**config.mk**
```make
export PLATFORM = sky130hd
export DESIGN_NAME = pac_regbank
export DESIGN_NICKNAME = d
export VERILOG_FILES = /design/src/rtl/pac_pkg.sv /design/src/rtl/pac_win_dec.sv /design/src/rtl/pac_slot.sv /design/src/rtl/pac_regbank.sv
export SDC_FILE = /design/constraint.sdc
export NUM_CORES = 1
export LEC_CHECK = 0
export CAP_MARGIN = 20
export CORE_MARGIN = 5
export CORE_UTILIZATION = 48
export CTS_CLUSTER_DIAMETER = 40
export CTS_CLUSTER_SIZE = 8
export DETAILED_ROUTE_END_ITERATION = 7
export PLACE_DENSITY_LB_ADDON = 0.25
export SYNTH_ARGS = -nofsm -noshare
export SYNTH_HDL_FRONTEND = slang
export SYNTH_SLANG_ARGS = --single-unit
export TNS_END_PERCENT = 10
```
**constraint.sdc**
```tcl
create_clock -name clk -period 1.8 [get_ports clk]
set_input_delay 0.18 -clock clk [delete_from_list [all_inputs] [get_ports clk]]
set_output_delay 0.18 -clock clk [all_outputs]
set_load 0.1 [all_outputs]
```
**src/rtl/pac_pkg.sv**
```systemverilog
package pac_pkg;
  localparam int NUM_CTRL = 10;
  localparam int SLOT_W   = 16;
  localparam int IDX_W    = 4;

  typedef enum logic [2:0] {K_NONE, K_NS, K_SP, K_NSP, K_RESP, K_NSC} kind_e;

  typedef struct packed {
    kind_e             kind;
    logic [IDX_W-1:0]  idx;
  } dec_t;

  // Map a window offset to the register it names.
  function automatic dec_t decode(input logic secure, input logic [11:0] a);
    dec_t d;
    logic [IDX_W-1:0] base;
    logic ok;
    logic upper;
    d.kind = K_NONE;
    d.idx  = '0;
    base   = '0;
    ok     = 1'b0;
    upper  = (a[7:4] == 4'ha) || (a[7:4] == 4'hb) || (a[7:4] == 4'hc);
    if (a[11:8] == 4'h0) begin
      case (a[7:4])
        4'h6, 4'ha: begin base = 4'd0; ok = 1'b1; end
        4'h7, 4'hb: begin base = 4'd4; ok = (a[3:2] < 2'd2); end
        4'h8, 4'hc: begin base = 4'd6; ok = 1'b1; end
        default:    ok = 1'b0;
      endcase
    end
    if (ok) begin
      d.idx = base + {2'b00, a[3:2]};
      if (secure)     d.kind = upper ? K_SP : K_NS;
      else if (upper) d.kind = K_NSP;
    end
    if (secure && a[11:2] == 10'h004) d.kind = K_RESP;
    if (secure && a[11:2] == 10'h005) d.kind = K_NSC;
    return d;
  endfunction

  // Extract the addressed lane for a narrow read.
  function automatic logic [31:0] pick_lane(input logic [31:0] w, input logic [1:0] off,
                                            input logic [1:0] sz);
    logic [31:0] r;
    case (sz)
      2'd0:    r = (w >> {off, 3'b000}) & 32'h0000_00ff;
      2'd1:    r = (w >> {off[1], 4'h0}) & 32'h0000_ffff;
      default: r = w;
    endcase
    return r;
  endfunction

  function automatic logic [SLOT_W-1:0] port_mask(input int ports);
    logic [SLOT_W:0] one;
    one = 1;
    return SLOT_W'((one << ports) - 1'b1);
  endfunction
endpackage

```
**src/rtl/pac_win_dec.sv**
```systemverilog
module pac_win_dec
  import pac_pkg::*;
#(
  parameter bit SECURE = 1'b1
) (
  input  logic                clk,
  input  logic                rst_n,
  input  logic                en,
  input  logic                we,
  input  logic [1:0]          size,
  input  logic [11:0]         addr,
  output dec_t                rd_dec,
  output logic [NUM_CTRL-1:0] ns_wr,
  output logic [NUM_CTRL-1:0] sp_wr,
  output logic [NUM_CTRL-1:0] nsp_wr,
  output logic                resp_wr,
  output logic                nsc_wr
);
  logic word_wr;
  dec_t d;

  assign d       = decode(SECURE, addr);
  assign rd_dec  = d;
  assign word_wr = en && we && (size == 2'd2);

  always_comb begin
    ns_wr   = '0;
    sp_wr   = '0;
    nsp_wr  = '0;
    resp_wr = 1'b0;
    nsc_wr  = 1'b0;
    if (word_wr) begin
      case (d.kind)
        K_NS:    ns_wr[d.idx]  = 1'b1;
        K_SP:    sp_wr[d.idx]  = 1'b1;
        K_NSP:   nsp_wr[d.idx] = 1'b1;
        K_RESP:  resp_wr = 1'b1;
        K_NSC:   nsc_wr  = 1'b1;
        default: ;
      endcase
    end
  end


  strobe_onehot_chk: assert property (@(posedge clk) disable iff (!rst_n)
    $onehot0({ns_wr, sp_wr, nsp_wr, resp_wr, nsc_wr}));


  narrow_wr_chk: assert property (@(posedge clk) disable iff (!rst_n)
    (en && size != 2'd2) |-> ({ns_wr, sp_wr, nsp_wr, resp_wr, nsc_wr} == '0));
endmodule

```
**src/rtl/pac_slot.sv**
```systemverilog
module pac_slot
  import pac_pkg::*;
#(
  parameter int PORTS = 16
) (
  input  logic              clk,
  input  logic              rst_n,
  input  logic              wr_ns,
  input  logic              wr_sp,
  input  logic              wr_nsp,
  input  logic [SLOT_W-1:0] sec_wdata,
  input  logic [SLOT_W-1:0] nsec_wdata,
  output logic [SLOT_W-1:0] ns_q,
  output logic [SLOT_W-1:0] sp_q,
  output logic [SLOT_W-1:0] nsp_q,
  output logic [SLOT_W-1:0] nonsec_o,
  output logic [SLOT_W-1:0] priv_o
);
  localparam logic [SLOT_W-1:0] MASK = port_mask(PORTS);

  always_ff @(posedge clk or negedge rst_n) begin
    if (!rst_n) begin
      ns_q  <= '0;
      sp_q  <= '0;
      nsp_q <= '0;
    end else begin
      if (wr_ns)  ns_q  <= sec_wdata & MASK;
      if (wr_sp)  sp_q  <= sec_wdata & MASK;
      if (wr_nsp) nsp_q <= nsec_wdata & MASK;
    end
  end

  assign nonsec_o = ns_q;

  for (genvar i = 0; i < SLOT_W; i++) begin : g_port
    assign priv_o[i] = ns_q[i] ? nsp_q[i] : sp_q[i];
  end


  ns_load_chk: assert property (@(posedge clk) disable iff (!rst_n)
    wr_ns |=> nonsec_o == ($past(sec_wdata) & MASK));


  priv_hold_chk: assert property (@(posedge clk) disable iff (!rst_n)
    !(wr_ns || wr_sp || wr_nsp) |=> $stable(priv_o));


  priv_nsp_chk: assert property (@(posedge clk) disable iff (!rst_n)
    (wr_nsp && !wr_ns) |=> ((priv_o ^ ($past(nsec_wdata) & MASK)) & nonsec_o) == '0);
endmodule

```
**src/rtl/pac_regbank.sv**
```systemverilog
module pac_regbank
  import pac_pkg::*;
#(
  parameter int AHBX_PORTS  = 16,
  parameter int APBI0_PORTS = 14,
  parameter int APBI1_PORTS = 2,
  parameter int APBX_PORTS  = 16
) (
  input  logic                         clk,
  input  logic                         rst_n,
  input  logic                         s_en,
  input  logic                         s_we,
  input  logic [1:0]                   s_size,
  input  logic [11:0]                  s_addr,
  input  logic [31:0]                  s_wdata,
  output logic [31:0]                  s_rdata,
  input  logic                         n_en,
  input  logic                         n_we,
  input  logic [1:0]                   n_size,
  input  logic [11:0]                  n_addr,
  input  logic [31:0]                  n_wdata,
  output logic [31:0]                  n_rdata,
  output logic [NUM_CTRL*SLOT_W-1:0]   nonsec_o,
  output logic [NUM_CTRL*SLOT_W-1:0]   priv_o,
  output logic                         resp_cfg_o,
  output logic [1:0]                   nsc_cfg_o
);
  dec_t s_dec, n_dec;
  logic [NUM_CTRL-1:0] s_ns_wr, s_sp_wr, s_nsp_wr_unused;
  logic [NUM_CTRL-1:0] n_ns_wr_unused, n_sp_wr_unused, n_nsp_wr;
  logic s_resp_wr, s_nsc_wr, n_resp_wr_unused, n_nsc_wr_unused;
  logic [SLOT_W-1:0] ns_all [NUM_CTRL];
  logic [SLOT_W-1:0] sp_all [NUM_CTRL];
  logic [SLOT_W-1:0] nsp_all [NUM_CTRL];
  logic [31:0] s_word, n_word;

  pac_win_dec #(.SECURE(1'b1)) u_sdec (
    .clk, .rst_n, .en(s_en), .we(s_we), .size(s_size), .addr(s_addr),
    .rd_dec(s_dec), .ns_wr(s_ns_wr), .sp_wr(s_sp_wr), .nsp_wr(s_nsp_wr_unused),
    .resp_wr(s_resp_wr), .nsc_wr(s_nsc_wr));

  pac_win_dec #(.SECURE(1'b0)) u_ndec (
    .clk, .rst_n, .en(n_en), .we(n_we), .size(n_size), .addr(n_addr),
    .rd_dec(n_dec), .ns_wr(n_ns_wr_unused), .sp_wr(n_sp_wr_unused), .nsp_wr(n_nsp_wr),
    .resp_wr(n_resp_wr_unused), .nsc_wr(n_nsc_wr_unused));

  for (genvar c = 0; c < NUM_CTRL; c++) begin : g_ctrl
    localparam int P = (c < 4) ? AHBX_PORTS : (c == 4) ? APBI0_PORTS :
                       (c == 5) ? APBI1_PORTS : APBX_PORTS;
    pac_slot #(.PORTS(P)) u_slot (
      .clk, .rst_n,
      .wr_ns(s_ns_wr[c]), .wr_sp(s_sp_wr[c]), .wr_nsp(n_nsp_wr[c]),
      .sec_wdata(s_wdata[SLOT_W-1:0]), .nsec_wdata(n_wdata[SLOT_W-1:0]),
      .ns_q(ns_all[c]), .sp_q(sp_all[c]), .nsp_q(nsp_all[c]),
      .nonsec_o(nonsec_o[c*SLOT_W +: SLOT_W]), .priv_o(priv_o[c*SLOT_W +: SLOT_W]));
  end

  always_ff @(posedge clk or negedge rst_n) begin
    if (!rst_n) begin
      resp_cfg_o <= 1'b0;
      nsc_cfg_o  <= 2'b00;
    end else begin
      if (s_resp_wr) resp_cfg_o <= s_wdata[0];
      if (s_nsc_wr)  nsc_cfg_o  <= s_wdata[1:0];
    end
  end

  always_comb begin
    s_word = '0;
    case (s_dec.kind)
      K_NS:    s_word = {16'h0, ns_all[s_dec.idx]};
      K_SP:    s_word = {16'h0, sp_all[s_dec.idx]};
      K_RESP:  s_word = {31'h0, resp_cfg_o};
      K_NSC:   s_word = {30'h0, nsc_cfg_o};
      default: s_word = '0;
    endcase
    n_word = (n_dec.kind == K_NSP) ? {16'h0, nsp_all[n_dec.idx]} : 32'h0;
  end

  always_ff @(posedge clk or negedge rst_n) begin
    if (!rst_n) begin
      s_rdata <= '0;
      n_rdata <= '0;
    end else begin
      if (s_en && !s_we) s_rdata <= pick_lane(s_word, s_addr[1:0], s_size);
      if (n_en && !n_we) n_rdata <= pick_lane(n_word, n_addr[1:0], n_size);
    end
  end


  ro_zero_chk: assert property (@(posedge clk) disable iff (!rst_n)
    (s_en && !s_we && (s_addr[11:2] == 10'h014 || s_addr[11:2] == 10'h024)) |=> s_rdata == '0);


  ns_ro_zero_chk: assert property (@(posedge clk) disable iff (!rst_n)
    (n_en && !n_we && n_addr[11:2] == 10'h024) |=> n_rdata == '0);


  nsc_load_chk: assert property (@(posedge clk) disable iff (!rst_n)
    (s_en && s_we && s_size == 2'd2 && s_addr[11:2] == 10'h005) |=> nsc_cfg_o == $past(s_wdata[1:0]));


  narrow_stable_chk: assert property (@(posedge clk) disable iff (!rst_n)
    (s_en && s_we && s_size != 2'd2 && !(n_en && n_we)) |=>
      $stable(nonsec_o) && $stable(priv_o) && $stable(resp_cfg_o) && $stable(nsc_cfg_o));


  ns_isolate_chk: assert property (@(posedge clk) disable iff (!rst_n)
    (n_en && n_we && !(s_en && s_we)) |=>
      $stable(nonsec_o) && $stable(resp_cfg_o) && $stable(nsc_cfg_o));
endmodule

```
# --- Word-level counts from Yosys, hierarchy flattened ---
# Index checks and enable logic that the tools add are counted.
op_classes:
  bitwise: 2
  muxes: 185
  div: 0
  n_lt_le_gt_ge: 8
  eq_ne: 23
  reduce_logical: 24
  addsub: 2
  multipliers: 0
  shifts: 4
ops:
  columns: ["cell", "count"]
  rows:
  - ["binary-select mux 16 bit (select 4 bit)", 3]
  - ["two-way mux 1 bit", 152]
  - ["two-way mux 16 bit", 7]
  - ["one-hot mux 16 bit (2 select lines)", 2]
  - ["one-hot mux 16 bit (4 select lines)", 1]
  - ["two-way mux 10 bit", 6]
  - ["equality test 4 bit, second input constant", 8]
  - ["right shift 32 x 5 -> 16 bit", 1]
  - ["right shift 32 x 5 -> 8 bit", 1]
  - ["equality test 10 x 3 -> 1 bit, second input constant", 2]
  - ["equality test 4 x 3 -> 1 bit, second input constant", 4]
  - ["right shift 16 x 5 -> 16 bit", 1]
  - ["right shift 16 x 5 -> 8 bit", 1]
  - ["two-way mux 7 bit", 2]
  - ["two-way mux 3 bit", 4]
  - ["one-hot mux 3 bit (2 select lines)", 2]
  - ["greater-or-equal comparator 5 bit, second input constant", 2]
  - ["less-than comparator 4 x 5 -> 1 bit, second input constant", 2]
  - ["NOT 4 -> 5 bit", 2]
  - ["adder 3 x 2 -> 4 bit", 2]
  - ["demux 1 bit (select 4 bit)", 2]
  - ["greater-or-equal comparator 4 x 1 -> 1 bit, second input constant", 2]
  - ["logical AND 1 bit", 8]
  - ["zero test 4 bit", 2]
  - ["13 further kinds", 29]
word_totals:
  wordCells: 282
  input_bits: 98
  ram_bits: 0
  register_bits: 499
  rom_bits: 0
  memories: 0
  latchBits: 0
  output_inout_bits: 387

# --- Longest topological paths before layout ---
# Gate-level depths: netlist of run 1.
logic_depth:
  word_depth: 13
  mapped_depth: 15
  mapped_depth_nobuf: 12

# --- Cells and area by module ---
# Synthesis of run 1 repeated with hierarchy kept, for this count alone.
hier_totals:
  hier_cells: 2043
  area_unflattened_um2: 27737.9
modules_own_cells:
  columns: ["module", "n_inst", "cells_each", "area_per_inst_um2", "seq_area_each_um2"]
  rows:
  - ["pac_slot at g_ctrl[0].u_slot ...", 8, 134, 2248.4, 1201.2]
  - ["pac_regbank", 1, 593, 5958.2, 875.8]
  - ["pac_slot at g_ctrl[4].u_slot", 1, 126, 1899.3, 1051.0]
  - ["pac_slot at g_ctrl[5].u_slot", 1, 87, 803.3, 150.1]
  - ["pac_win_dec at u_sdec", 1, 91, 563.0, 0.0]
  - ["pac_win_dec at u_ndec", 1, 74, 526.8, 0.0]

# --- Worst setup path after synthesis of run 1 ---
# OpenSTA, ideal clock, no wires.
synth_timing:
  kind: "input -> register"
  start: "input s_addr[11]"
  end: "register g_ctrl[1].u_slot.ns_q[0]"
  path_buffers: 5
  setup_slack_ns: -1.429
  setup_ns: 0.126
  required_time_ns: 1.674
  path_stages: 13
  arrival_time_ns: 3.103
  cell_sequence: "or4_4 buf_6 nor2_1 ha_1 ha_1 clkbuf_1 or2_2 clkbuf_1 clkbuf_1 nand2_1 nand3_1 buf_2 mux2_2"
synth_via:
  elab_chain_cells: 10
  word_cells_on_any_way: 17
  classes_between: "add/sub: 1; order compare: 2; eq/ne: 3; mux: 9; reduce/logical: 2"
synth_rtl:
  columns: ["element", "line", "source"]
  rows:
  - ["start, declared", "pac_regbank.sv:14", "input logic [11:0] s_addr,"]
  - ["zero test 4 bit", "pac_pkg.sv:24", "if (a[11:8] == 4'h0) begin"]
  - ["two-way mux 3 bit", "pac_pkg.sv:24", null]
  - ["adder 3 x 2 -> 4 bit", "pac_pkg.sv:33", "d.idx = base + {2'b00, a[3:2]};"]
  - ["two-way mux 7 bit", "pac_pkg.sv:32", "if (ok) begin"]
  - ["less-than comparator 4 x 5 -> 1 bit (not written as such) or greater-or-equal comparator 4 x 1 -> 1 bit (tied branches)", "pac_win_dec.sv:34", "K_NS: ns_wr[d.idx] = 1'b1;"]
  - ["logical AND 1 bit (not written as such)", "pac_win_dec.sv:34", null]
  - ["two-way mux 1 bit (not written as such)", "pac_win_dec.sv:34", null]
  - ["demux 1 bit (select 4 bit)", null, null]
  - ["two-way mux 10 bit *", "pac_win_dec.sv:33", "case (d.kind)"]
  - ["two-way mux 10 bit *", "pac_win_dec.sv:32", "if (word_wr) begin"]
  - ["end signal, assigned", "pac_slot.sv:27", "if (wr_ns) ns_q <= sec_wdata & MASK;"]
  - ["end, declared", "pac_slot.sv:13", "output logic [SLOT_W-1:0] ns_q,"]
# Every way passes the cells marked *; elsewhere a longest branch is shown, timed or not.
# A chain may end at the register's enable or synchronous reset.

# --- Final worst setup path of run 1 ---
layout_timing:
  start: "input s_addr[10]"
  end: "register s_rdata[2]"
layout_via:
  elab_chain_cells: 11
  word_cells_on_any_way: 24
  classes_between: "add/sub: 1; eq/ne: 6; shift: 2; mux: 13; bitwise: 1; reduce/logical: 1"
layout_rtl:
  columns: ["element", "line", "source"]
  rows:
  - ["zero test 4 bit", "pac_pkg.sv:24", null]
  - ["two-way mux 3 bit", "pac_pkg.sv:24", null]
  - ["adder 3 x 2 -> 4 bit", "pac_pkg.sv:33", null]
  - ["two-way mux 7 bit", "pac_pkg.sv:32", null]
  - ["NOT 4 -> 5 bit (not written as such)", "pac_regbank.sv:71, pac_regbank.sv:72", null]
  - ["binary-select mux 16 bit (select 4 bit) (on tied branches)", "pac_regbank.sv:72, pac_regbank.sv:71", null]
  - ["two-way mux 16 bit (on tied branches) (2 in a row)", "pac_regbank.sv:72, pac_regbank.sv:71", null]
  - ["one-hot mux 16 bit (4 select lines) *", "pac_regbank.sv:70", "case (s_dec.kind)"]
  - ["right shift 32 x 5 -> 16 bit or right shift 32 x 5 -> 8 bit (tied branches)", "pac_pkg.sv:48, pac_pkg.sv:47", null]
  - ["one-hot mux 16 bit (2 select lines) *", "pac_pkg.sv:46", "case (sz)"]
  - ["end signal, assigned", "pac_regbank.sv:85", "if (s_en && !s_we) s_rdata <= pick_lane(s_word, s_addr[1:0], s_size);"]
  - ["end, declared", "pac_regbank.sv:16", "output logic [31:0] s_rdata,"]
# Every way passes the cells marked *; elsewhere a longest branch is shown, timed or not. The select of a mux whose other input is x is not followed.

==> results of run 1 <==
-- flip-flops by register name (all words and copies together), names as in the netlist --
register	cells
g_ctrl.u_slot.nonsec_o	144
g_ctrl.u_slot.nsp_q	144
g_ctrl.u_slot.sp_q	144
n_rdata	16
s_rdata	16
nsc_cfg_o	2
resp_cfg_o	1
-- Yosys cell counts, types with 30 or more instances --
cell type    n
a21oi_1     77
a221oi_1    31
buf_2       30
buf_4       65
clkbuf_1    82
dfrtp_1    467
mux2_2     616
mux2i_1     32
nand2_1     72
nand3_1     30
nor2_1      48
nor2b_1     30
o21ai_0     64
-- power by group through the flow --
stage	Combinational, uW	Sequential, uW	Clock [uW]
5_1_grt	2430	10600	16500
6_report	2360	10600	16000
2_1_floorplan	1160	10800	0
3_3_place_gp	2110	10700	0
3_5_place_dp	2130	10700	0
4_1_cts	2230	10600	16000
-- kinds of logic (layout without fill, tap and decap cells) --
| group | Yosys count | count (layout) | share of synthesized area |
|---|---|---|---|
| AND/OR/NAND/NOR | 282 | 282 | 0.06269 |
| XOR/XNOR | 2 | 2 | 0.0007119 |
| adder cells (fa/ha/maj) | 4 | 4 | 0.002034 |
| flip-flops | 467 | 467 | 0.4749 |
| other | 1 | 65 | 0.0001524 |
| AO/OA/AOI/OAI | 357 | 357 | 0.09960 |
| buffers and inverters | 212 | 1030 | 0.04596 |
| multiplexers | 683 | 683 | 0.3140 |
-- tightest hold or removal path: cells and delay by family --
family,cells,cell delay [ns]
buf+inv,3,0.94
-- metal layers --
metal / GRT usage / vias to the layer above
met3: 0.07646 / 454
met5: 0 / -
met4: 0.2835 / 2
met2: 0.6551 / 1613
met1: 0.4871 / 11490
li1: - / 9088
-- what timing repair did --
action,CTS,global route
setup endpoints to repair,606,608
cloned,4,1
endpoints found under the hold margin,467,0
pin swaps,50,68
setup buffers,32,14
gates resized for setup,207,190
hold buffers,2,0
-- how the worst max path moves through the flow --
| stage | from | to | slack, ns | cells past startpoint |
|---|---|---|---|---|
| after CTS | s_addr[10] | s_rdata[2]$_DFFE_PN0P_ | -0.55 | 13 |
| after global placement | s_addr[11] | s_rdata[4]$_DFFE_PN0P_ | -1.74 | 11 |
| after detailed placement | s_addr[11] | s_rdata[4]$_DFFE_PN0P_ | -1.71 | 11 |
| after floorplan | s_addr[11] | s_rdata[2]$_DFFE_PN0P_ | -1.13 | 15 |
| after global routing | s_addr[10] | s_rdata[7]$_DFFE_PN0P_ | -0.60 | 13 |
| final | s_addr[10] | s_rdata[2]$_DFFE_PN0P_ | -0.56 | 12 |
-- cell type report --
type                    instances  area (um2)  area share
clock buffers                 102        2292     0.05718
multi-input cells            1392       13300      0.3318
clock inverters                32       513.0     0.01280
diodes                          1       2.502  0.00006243
well taps                     680       850.8     0.02122
flip-flops and latches        467       11690      0.2915
inverters                      10       37.54   0.0009364
repair buffers                886       11400      0.2845
-- stage by stage --
step           setup WS [ns]  utilization
2_1_floorplan         -1.125            -
3_3_place_gp          -1.741       0.6922
3_5_place_dp          -1.715       0.6922
4_1_cts              -0.5521       0.7676
5_1_grt              -0.6019       0.7845
6_report             -0.5567       0.7846
==> out/qor.txt, run 1 <==
Leak: 0.01897 uW
relative slew slack: 0.4794
critical path class: in2reg
FFs w/ async S/R, synth: 1.000
TNS Setup: -158.58 ns
CTS tree: built
crit end category: flop
Worst path slowest cell: or4_4
Die Wd: 236.4 um
worst min path class: in2async
Met2 Wirelength: 56.09 mm
top sig layer: met5
clk_lat worst skew: 0.62 ns
r2r setup slk: -0.18 ns
crit path DAT: 2.86 ns
Yosys cell types: 80
Crit Reg-Reg Endpoint: s_rdata[6]$_DFFE_PN0P_
Clock Sinks: 467
Final Net Count: 2944
DIE HEIGHT: 236.4 um
initial DRC count: 2361
worst setup margin: -0.5567 ns
met1 wire length: 41.87 mm
Die ar.: 55900 um2
Internal Power: 21640 uW
design area: 40090 um2
maximum number of pins on one net before global-route repair: 89
DRT Wirelength: 118.6 mm
initial core utilization: 0.4816
critical path peak fanout: 7
worst path required time: 2.31 ns
DP Area: 35370 um2
Post-synth EDFFs: 0
dominant cell type by area after synthesis: dfrtp_1
Slew Viols, Final: 0
sw frac: 0.2530
Inst Count DP: 3386
P per Cell Area: 722.5 nW/um2
CP bufs+invs: 2
status: finished with violations
worst reg-to-reg path cell count: 7
area of the core: 51090 um2
Final min period: 2.357 ns
clock power share: 0.553
Worst setup SP type: input port
Layout Cells excl Fill: 3570
Power Total: 28960 uW
family with the most delay on the worst path: simple AND/OR/NAND/NOR gates
Synth Cell Area: 24610 um2
Worst-path clk slew: 0.05 ns
top-area cell type share of the netlist area: 0.4749
Root Driver: clkbuf_16
Final Setup Violations: 608
fillcell total: 2917
port bufs: 388
CTS Buffer Depth: 3
flops & latches, synth: 467
DRC viols: 0
cells after synthesis: 2008
CP cell instances: buf_6 > or4_4 > nor2_4 > ha_4 > ha_4 > or2_4 > buf_6 > a221oi_1 > nor2_1 > a21oi_1 > o41ai_4 > a211o_1
Fmax achieved: 424.3 MHz
RD Place Congestion: 1.041
via count: 22.64k
most common cell after layout, fill and taps aside: mux2_2
ranking of synthesized cells by area: dfrtp_1 (47%), mux2_2 (28%), buf_4 (2.0%)
synthesis-to-finish area growth: 62.89%
max-cap violations: 0
routed wl met3: 9.782 mm
total CTS buffers: 85
clock skew: 0.03433 ns
final hold violations: 0
Mean Syn Cell Area: 12.26 um2
final worst path period share: 1.309
I/O pin total: 485
most frequent cells in the layout: mux2_2 (573), dfrtp_1 (467), buf_4 (424), buf_12 (346), clkbuf_16 (86)
Routed WL per cell: 33.22 um
R2R Path Start: g_ctrl[7].u_slot.sp_q[14]$_DFFE_PN0P_
Final HPWL DP: 86.58 mm
maximum vdd drop: 0.7060 mV
Post-DRT Antenna Nets: 0
Site Rows: 83
actual slew at the worst max-slew pin: 0.7783 ns
H-tree depth: 3
first-pass GRT wire length: 168.2 mm
initial antenna violation count: 1
gr usage total: 0.4045
Ys Warns: 0
fraction of layout cells with a size suffix above 1: 0.6161
Worst path max stage delay: 0.57 ns
Seq/Total Area, Yosys: 0.4749
DR vias/cell: 6.343
failing checks: setup timing
vias in the first global route: 23.92k
Fin Hold WS: 0.1444 ns
combinational power share: 0.081
Pre-antenna DRT Iters: 6
remaining global-route overflow: 0
NetSw: 7326 uW
Flop pwr share: 0.365
RSZ-0062 raised after global routing: true
Top FF cell, synth: dfrtp_1
Note: power is estimated with default switching activity, not from simulation.
==> run 2: changes to the inputs <==
--- a/config.mk
+++ b/config.mk
@@ -7,9 +7,9 @@
 export LEC_CHECK = 0
 export CAP_MARGIN = 20
 export CORE_MARGIN = 5
-export CORE_UTILIZATION = 48
+export CORE_UTILIZATION = 57
 export CTS_CLUSTER_DIAMETER = 40
-export CTS_CLUSTER_SIZE = 8
+export CTS_CLUSTER_SIZE = 16
 export DETAILED_ROUTE_END_ITERATION = 7
 export PLACE_DENSITY_LB_ADDON = 0.25
 export SYNTH_ARGS = -nofsm -noshare
==> constraint.sdc (replaced) <==
create_clock -name clk -period 2.88 [get_ports clk]
set_input_delay 0.288 -clock clk [delete_from_list [all_inputs] [get_ports clk]]
set_output_delay 0.288 -clock clk [all_outputs]
set_load 0.1 [all_outputs]
==> run 2 against run 1 <==
  * The flow now finishes without violations
  * Clock-buffer cell count fell by 27
  * Utilization shrank 2.5 points
  * Combinational power decreased by 47%
  * Sequential power decreased by 38%
  * Critical endpoint is now s_rdata[5]$_DFFE_PN0P_
  * Largest power group unchanged
==> out/qor.txt, run 2 (synthesized netlist as in run 1, its figures left out) <==
status: completed
Fmax achieved: 353.7 MHz
Final HPWL DP: 77.31 mm
Routed WL per cell: 31.35 um
vias in the first global route: 21.36k
Slew Viols, Final: 0
worst reg-to-reg path cell count: 8
CTS Buffer Depth: 3
remaining global-route overflow: 0
I/O pin total: 485
synthesis-to-finish area growth: 32.39%
DP Area: 30000 um2
crit path DAT: 3.30 ns
gr usage total: 0.4152
Worst path max stage delay: 0.59 ns
first-pass GRT wire length: 145.0 mm
Crit Reg-Reg Endpoint: s_rdata[6]$_DFFE_PN0P_
Power Total: 16720 uW
initial DRC count: 2290
Fin Hold WS: 0.2490 ns
most common cell after layout, fill and taps aside: mux2_2
Post-DRT Antenna Nets: 0
final hold violations: 0
worst slack at placement: -0.6315 ns
Final Net Count: 2694
DRT Wirelength: 101.4 mm
R2R Path Start: g_ctrl[7].u_slot.sp_q[14]$_DFFE_PN0P_
Leak: 0.01636 uW
DR vias/cell: 6.527
Final Setup Violations: 0
actual slew at the worst max-slew pin: 1.013 ns
port bufs: 388
total CTS buffers: 68
DIE HEIGHT: 217.8 um
CTS tree: built
CP bufs+invs: 3
Worst-path clk slew: 0.05 ns
H-tree depth: 3
Finished Core Util: 0.7597
ANT cells: 0
relative slew slack: 0.3223
worst path required time: 3.35 ns
worst setup margin: 0.05308 ns
via count: 21.10k
DRC viols: 0
P per Cell Area: 513.1 nW/um2
max-cap violations: 0
worst min path class: in2async
Worst path slowest cell: or4_4
Pre-antenna DRT Iters: 6
family with the most delay on the worst path: simple AND/OR/NAND/NOR gates
clk_lat worst skew: 0.62 ns
maximum number of pins on one net before global-route repair: 85
Die Wd: 217.8 um
most frequent cells in the layout: mux2_2 (616), buf_4 (555), dfrtp_1 (467), a21oi_1 (76), nand2_1 (72)
Critical path origin: s_addr[11]
r2r setup slk: 0.69 ns
Clock Sinks: 467
crit end category: flop
clock skew: 0.03917 ns
Site Rows: 76
RD Place Congestion: 1.061
CP cell instances: clkdlybuf4s50_1 > or4_4 > nor2_4 > ha_4 > ha_4 > nor2b_1 > nand3_1 > buf_4 > buf_4 > a221oi_1 > o41ai_1 > a211o_1
Worst setup SP type: input port
initial core utilization: 0.5738
RSZ-0062 raised after global routing: true
fraction of layout cells with a size suffix above 1: 0.5317
Die ar.: 47430 um2
critical path class: in2reg
final worst path period share: 0.9816
design area: 32580 um2
area of the core: 42890 um2
maximum vdd drop: 0.5834 mV
Final min period: 2.827 ns
initial antenna violation count: 1
critical path peak fanout: 13
Root Driver: clkbuf_16
[run 2: cell count changes in the layout (fill, tap and decap cells not counted), moves of 15 or more]
cell,change
buf_12,-315
buf_4,+131
mux2_4,-53
mux2_2,+43
buf_6,-40
o21ai_0,+28
a21oi_1,+24
clkdlybuf4s50_1,+18
a21oi_2,-15
clkbuf_16,-15
inv_6,+15
o21ai_1,-15
[run 2: worst max-delay path by stage]
stage	slack, ns	to	depth (start not counted)
6_report	0.05	s_rdata[5]$_DFFE_PN0P_	12
5_1_grt	-0.02	s_rdata[6]$_DFFE_PN0P_	13
4_1_cts	-0.006	s_rdata[7]$_DFFE_PN0P_	13
3_5_place_dp	-0.63	s_rdata[7]$_DFFE_PN0P_	12
2_1_floorplan	-0.15	s_rdata[2]$_DFFE_PN0P_	15
3_3_place_gp	-0.57	s_rdata[7]$_DFFE_PN0P_	13
[run 2: repair_timing]
action                                 4_1_cts  5_1_grt
pin swaps                                    1        7
setup endpoints to repair                    4       62
setup buffers                                0        1
endpoints found under the hold margin       57        0
gates resized for setup                      3       21
hold buffers                                 1        0
gates cloned                                 0        1
[run 2: per-stage QoR]
step | std cells | TNS [ns]
2_1_floorplan | 2071 | -16.78
3_5_place_dp | 3104 | -152.18
3_3_place_gp | 3104 | -141.11
6_report | 3233 | 0
4_1_cts | 3231 | -0.006322
5_1_grt | 3233 | -0.01904
[run 2: layer usage]
metal / track usage / up-vias / routed length [um]
met5: 0 / - / 20
met4: 0.2780 / 2 / 8638
met3: 0.06470 / 336 / 8190
met2: 0.6637 / 1360 / 47490
met1: 0.5252 / 10790 / 37030
li1: - / 8609 / -
[run 2: report_power, final]
group	switching [uW]	internal [uW]	total [uW]
Clock	3450	5410	8870
Combinational	964	290	1250
Sequential	21.6	6570	6600
[run 2: cell type report]
class                   count  area, um2
clock buffers              75       1812
clock inverters            51      613.1
fillers                  2814      10310
inverters                  10      37.54
multi-input cells        1392      12240
flip-flops and latches    467      11690
well taps                 585      732.0
repair buffers            653       5460
